### src/rtl/buzzer_pkg.sv
package buzzer_pkg;
    localparam int DIGIT_W = 4;
    localparam int TIME_W  = 6 * DIGIT_W;
    localparam int MS_W    = 4 * DIGIT_W;

    typedef enum logic [1:0] {
        SEL_OFF  = 2'd0,
        SEL_LO   = 2'd1,
        SEL_HI   = 2'd2,
        SEL_BEEP = 2'd3
    } tone_sel_e;
endpackage

### src/rtl/chime_decode.sv
module chime_decode
    import buzzer_pkg::*;
(
    input  logic [MS_W-1:0] ms_bcd,
    output logic            pip_lo,
    output logic            pip_hi
);
    logic [DIGIT_W-1:0] min_t, min_u, sec_t, sec_u;
    logic               last_min, sec_fifties;

    always_comb begin
        min_t       = ms_bcd[4*DIGIT_W-1:3*DIGIT_W];
        min_u       = ms_bcd[3*DIGIT_W-1:2*DIGIT_W];
        sec_t       = ms_bcd[2*DIGIT_W-1:DIGIT_W];
        sec_u       = ms_bcd[DIGIT_W-1:0];
        last_min    = (min_t == DIGIT_W'(5)) && (min_u == DIGIT_W'(9));
        sec_fifties = last_min && (sec_t == DIGIT_W'(5));
        pip_hi      = sec_fifties && (sec_u == DIGIT_W'(9));
        pip_lo      = sec_fifties && sec_u[0] && (sec_u < DIGIT_W'(9));
    end
endmodule

### src/rtl/alarm_timer.sv
module alarm_timer #(
    parameter int CYC_PER_SEC = 2048,
    parameter int ALARM_SECS  = 10,
    localparam int CNT_W      = $clog2(ALARM_SECS + 1)
) (
    input  logic             clk,
    input  logic             rst_n,
    input  logic             enable,
    input  logic             sec_tick,
    input  logic             match,
    output logic             active_next,
    output logic             beep_next,
    output logic [CNT_W-1:0] remain
);
    localparam int SUB_W = $clog2(CYC_PER_SEC);
    localparam int HALF  = CYC_PER_SEC / 2;

    typedef struct packed {
        logic             seen;
        logic [CNT_W-1:0] rem;
        logic [SUB_W-1:0] sub;
    } tmr_t;

    tmr_t st_d, st_q;

    always_comb begin
        st_d      = st_q;
        st_d.seen = match;
        if (sec_tick) begin
            st_d.sub = '0;
        end else if (st_q.sub != SUB_W'(CYC_PER_SEC - 1)) begin
            st_d.sub = st_q.sub + 1'b1;
        end
        if (!enable) begin
            st_d.rem = '0;
        end else if (match && !st_q.seen) begin
            st_d.rem = CNT_W'(ALARM_SECS);
        end else if (sec_tick && (st_q.rem != '0)) begin
            st_d.rem = st_q.rem - 1'b1;
        end
        active_next = (st_d.rem != '0);
        beep_next   = (st_d.sub < SUB_W'(HALF));
    end

    always_ff @(posedge clk or negedge rst_n) begin
        if (!rst_n) begin
            st_q <= '0;
        end else begin
            st_q <= st_d;
        end
    end

    assign remain = st_q.rem;
endmodule

### src/rtl/hourly_buzzer.sv
module hourly_buzzer
    import buzzer_pkg::*;
#(
    parameter int CYC_PER_SEC = 2048,
    parameter int ALARM_SECS  = 10,
    localparam int CNT_W      = $clog2(ALARM_SECS + 1)
) (
    input  logic              clk,
    input  logic              rst_n,
    input  logic              enable,
    input  logic              sec_tick,
    input  logic [TIME_W-1:0] now_bcd,
    input  logic [TIME_W-1:0] alarm_bcd,
    output logic              buzz
);
    typedef struct packed {
        logic [1:0] tone;
        logic       buzz;
    } out_t;

    out_t             ou_d, ou_q;
    logic             pip_lo, pip_hi, chime_any;
    logic             alarm_next, beep_next, match;
    logic [CNT_W-1:0] alarm_rem;
    tone_sel_e        sel;

    assign match     = (now_bcd == alarm_bcd);
    assign chime_any = pip_lo || pip_hi;

    chime_decode u_chime (
        .ms_bcd (now_bcd[MS_W-1:0]),
        .pip_lo (pip_lo),
        .pip_hi (pip_hi)
    );

    alarm_timer #(
        .CYC_PER_SEC (CYC_PER_SEC),
        .ALARM_SECS  (ALARM_SECS)
    ) u_timer (
        .clk         (clk),
        .rst_n       (rst_n),
        .enable      (enable),
        .sec_tick    (sec_tick),
        .match       (match),
        .active_next (alarm_next),
        .beep_next   (beep_next),
        .remain      (alarm_rem)
    );

    always_comb begin
        ou_d.tone = ou_q.tone + 2'd1;
        if (!enable) begin
            sel = SEL_OFF;
        end else if (alarm_next) begin
            sel = SEL_BEEP;
        end else if (pip_hi) begin
            sel = SEL_HI;
        end else if (pip_lo) begin
            sel = SEL_LO;
        end else begin
            sel = SEL_OFF;
        end
        unique case (sel)
            SEL_LO:   ou_d.buzz = ou_d.tone[1];
            SEL_HI:   ou_d.buzz = ou_d.tone[0];
            SEL_BEEP: ou_d.buzz = beep_next && ou_d.tone[1];
            default:  ou_d.buzz = 1'b0;
        endcase
    end

    always_ff @(posedge clk or negedge rst_n) begin
        if (!rst_n) begin
            ou_q <= '0;
        end else begin
            ou_q <= ou_d;
        end
    end

    assign buzz = ou_q.buzz;
endmodule

### config.mk
export PLATFORM = sky130hd
export DESIGN_NAME = hourly_buzzer
export DESIGN_NICKNAME = d
export VERILOG_FILES = /design/src/rtl/buzzer_pkg.sv /design/src/rtl/chime_decode.sv /design/src/rtl/alarm_timer.sv /design/src/rtl/hourly_buzzer.sv
export SDC_FILE = /design/constraint.sdc
export NUM_CORES = 1
export LEC_CHECK = 0
export BUFFER_PORTS_ARGS = -buffer_cell sky130_fd_sc_hd__buf_2
export CORE_MARGIN = 1.5
export CORE_UTILIZATION = 52
export DETAILED_ROUTE_END_ITERATION = 12
export PLACE_DENSITY = 0.84
export SLEW_MARGIN = 10
export SYNTH_ARGS = -nofsm -noshare
export SYNTH_HDL_FRONTEND = slang
export SYNTH_HIERARCHICAL = 1
export SYNTH_SLANG_ARGS = --single-unit
### constraint.sdc
create_clock -name clk -period 3.5 [get_ports clk]
set_input_delay 0.525 -clock clk [delete_from_list [all_inputs] [get_ports clk]]
set_output_delay 0.525 -clock clk [all_outputs]
set_load 0.005 [all_outputs]
Word level (Yosys, flattened, before mapping). Cells that the tools add are included.

Output and inout port bits: 1. Register bits after elaboration: 19.

Reduce and logical (&&, ||, !) cells: 11. Order comparisons: 2. Equal/unequal tests: 9. Add/sub/neg operators: 3. Multiplexer cells: 10.

Operators with widths (number): equality test 24 bit (1); two-way mux 11 bit (2); two-way mux 4 bit (3); adder 11 x 1 -> 11 bit, second input constant (1); less-than comparator 11 bit, second input constant (1); inequality test 11 bit, second input constant (1); equality test 4 x 3 -> 1 bit, second input constant (2); equality test 4 bit, second input constant (2); logical AND 1 bit (8); nonzero test 4 bit (2); two-way mux 2 bit (3); equality test 2 bit, second input constant (2); less-than comparator 4 bit, second input constant (1); subtractor 4 x 1 -> 4 bit, second input constant (1); one-hot mux 1 bit (3 select lines) (1); adder 2 x 1 -> 2 bit, second input constant (1); equality test 2 x 1 -> 1 bit, second input constant (1); logical NOT 1 bit (1); two-way mux 1 bit (1).

Depth between registers and ports, before layout.
Word-level depth: 11. Gate-level depth with buffers: 10. Gate-level depth less buffers: 10.

By module. Netlist, hierarchy kept.

Modules (own cells, without submodules): alarm_timer (cells an instance 90, instances 1, area each 888.4 sq um); hourly_buzzer (cells an instance 44, instances 1, area each 392.9 sq um); chime_decode (cells an instance 8, instances 1, area each 103.8 sq um).

Worst setup path after synthesis. OpenSTA, ideal clock, no wires.

Kind: input port to flip-flop. Start: in alarm_bcd[18]. End: reg ou_q (netlist bit buzz). Arrival time: 2176 ps. Data required time: 3416 ps. Cell stages on the path: 10. Buffers on the path: 0. Setup time: 84 ps. Slack: 1240 ps. Cell sequence: xor2_1 nor4_1 nand4_1 nor3_2 nor2b_1 nand2b_1 o211ai_1 nor4b_1 nand2_1 a21boi_0.

RTL lines: start: declaration (line hourly_buzzer.sv:13) `input logic [TIME_W-1:0] alarm_bcd,`; end signal: assignment (line hourly_buzzer.sv:75) `ou_q <= ou_d;`; end: declaration (line hourly_buzzer.sv:21) `out_t ou_d, ou_q;`.

==> impl_metrics.py <==
metrics = {
    "status": {
        "status": "complete, no violations",
    },
    "timing": {
        "skew_ns": 0.000633,
        "fin_crit_sh_pct": 68.8,
        "worst_pin_slew_ns": 0.418,
        "whs_ns": 0.149,
        "hold_viol_final": 0,
        "finalSetupViolations": 0,
        "fmax_mhz": 415,
        "fin_crit_ns": 2.41,
        "setup-tns-final_ns": 0,
        "relSlewSlack_pct": 72.1,
        "rsz0062_at_grt": "no",
        "maxSlewViolCount": 0,
    },
    "cts": {
        "numClockSinks": 19,
        "h-tree-depth": 1,
        "worst_skew_pair.late_latency_ns": 0.29,
        "cts_root_buffer": "clkbuf_4",
        "post_cts_resized": 0,
        "numCtsBuffers": 3,
        "post_cts_buffers": 0,
        "cts_hold_buf": 0,
        "clockBufferDepth": 2,
        "cts_tree": "done",
        "clk_pin_slew_worst_paths_ns": 0.10,
    },
    "layout": {
        "stdcell_area_mm2": 0.00166,
        "final_util_pct": 67.0,
        "fin_nets": 246,
        "n_antenna_cell": 0,
        "drive_gt1_share_pct": 32.5,
        "area_growth_pct": 22.5,
    },
    "drt": {
        "routed-via-count": 1271,
        "via_per_inst": 5.75,
        "routed_wl_mm": 3.00,
        "drt_iter0_drc": 17,
        "dr.pass1.iters": 4,
        "drtAntennaViolNets": 0,
        "wl_per_cell_um": 13.6,
        "drc": 0,
    },
    "setup_path": {
        "worstPathMaxFanout": 4,
        "crit_required_ns": 3.72,
        "cp.arrival_ns": 2.63,
        "worstSetupPathType": "flop to flop",
        "cp-end-kind": "flop",
        "startpoint_type": "flop",
    },
    "placed_design": {
        "place_hpwl_mm": 2.51,
        "routabilityCongestion": 0.835,
        "port_buffers": 52,
        "dpl-instance-area_mm2": 0.00163,
    },
    "grt": {
        "track_usage_pct": 23.4,
        "grt_pass1_vias": 1281,
        "grt_pass1_wl_mm": 4.93,
        "grt_overflow": 0,
        "grt_max_degree": 22,
        "antenna_found_initial": 0,
    },
    "logic_synthesis": {
        "ys_warn_count": 6,
        "syn_inst": 138,
        "avgSynthCellArea_um2": 9.82,
        "syn_area_mm2": 0.00136,
        "syn-num-nets": 192,
    },
    "power": {
        "power.density_mw_per_mm2": 332,
        "p_leak_nw": 0.775,
        "ir_worst_vdd_mv": 0.311,
    },
    "floorplan": {
        "die_x_um": 54.0,
        "io_pins": 53,
        "core_area_mm2": 0.00248,
        "dieArea_mm2": 0.00292,
        "die_h_um": 54.0,
        "start_util_pct": 54.7,
        "fp-row-count": 18,
    },
    "worst_hold_path": {
        "hold_class": "input pin to async pin",
    },
    "flow_run": {
        "drv_cap": 0,
    },
}
-- where the power goes --
group          internal [mW]  switching [mW]
Clock                 0.0444          0.0631
Combinational         0.0950           0.103
Sequential             0.235          0.0106
-- state kept, by name, indices dropped and copies added, names as in the netlist --
register / flops
u_timer/remain: 4
ou_q: 2
buzz: 1
u_timer/st_q: 12
-- stage by stage --
step           total power, mW  instances  setup slack [ns]
2_1_floorplan            0.375        138              1.24
3_3_place_gp             0.430        217             0.900
3_5_place_dp             0.445        217             0.811
4_1_cts                  0.553        221              1.09
5_1_grt                  0.588        221             0.761
6_report                 0.551        221              1.09
-- worst max-delay path, stage by stage, from the launching register on --
cell and delay [ns]:
dfrtp_1 0.39, inv_1 0.09, ha_1 0.21, or3b_1 0.41, and3b_1 0.19, o31ai_1 0.28, o211ai_1 0.19, nor4b_1 0.32
nand2_1 0.09, a21boi_0 0.16
-- worst paths after layout --
path                            cells after the start  slack, ns           endpoint         startpoint
worst max-delay path                                9       1.09               buzz  u_timer/remain[0]
worst min-delay path                                1       0.15    u_timer/st_q[7]              rst_n
worst max register to register                      9       1.09               buzz  u_timer/remain[0]
worst min register to register                      1       0.49    u_timer/st_q[9]    u_timer/st_q[9]
max in group asynchronous                           1       3.06    u_timer/st_q[0]              rst_n
min in group clk                                    2       0.49  u_timer/remain[3]             enable
-- area by class of cell --
| class | count | area [um2] |
|---|---|---|
| fill | 198 | 817 |
| clock buffer | 4 | 26.3 |
| tap | 30 | 37.5 |
| sequential | 19 | 475 |
| inverter | 6 | 22.5 |
| timing repair buffer | 52 | 260 |
| multi-input combinational | 110 | 838 |
-- routing by layer --
metal  GRT usage, %  wire (um)
met5              0          0
met4           12.1         76
met3           4.17        150
met2           45.5       1600
met1           23.3       1170
-- layout by cell type (no fill, tap or decap), types with 2 or more instances in the layout --
master	instances
buf_2	52
dfrtp_1	19
xor2_1	17
xnor2_1	12
nor2_1	8
nand2_1	7
nand4_1	7
inv_1	6
nor4_1	5
a31oi_1	4
nand4bb_1	4
nor2b_1	4
a21oi_1	4
clkbuf_4	3
and3_1	3
a211oi_1	2
nand2b_1	2
nor4_2	2
o31ai_1	2
nor3_1	2
and2_1	2
o31a_1	2
mux2_1	2
o21bai_1	2
ha_1	2
No activity file was read; power rests on OpenSTA's default activity.
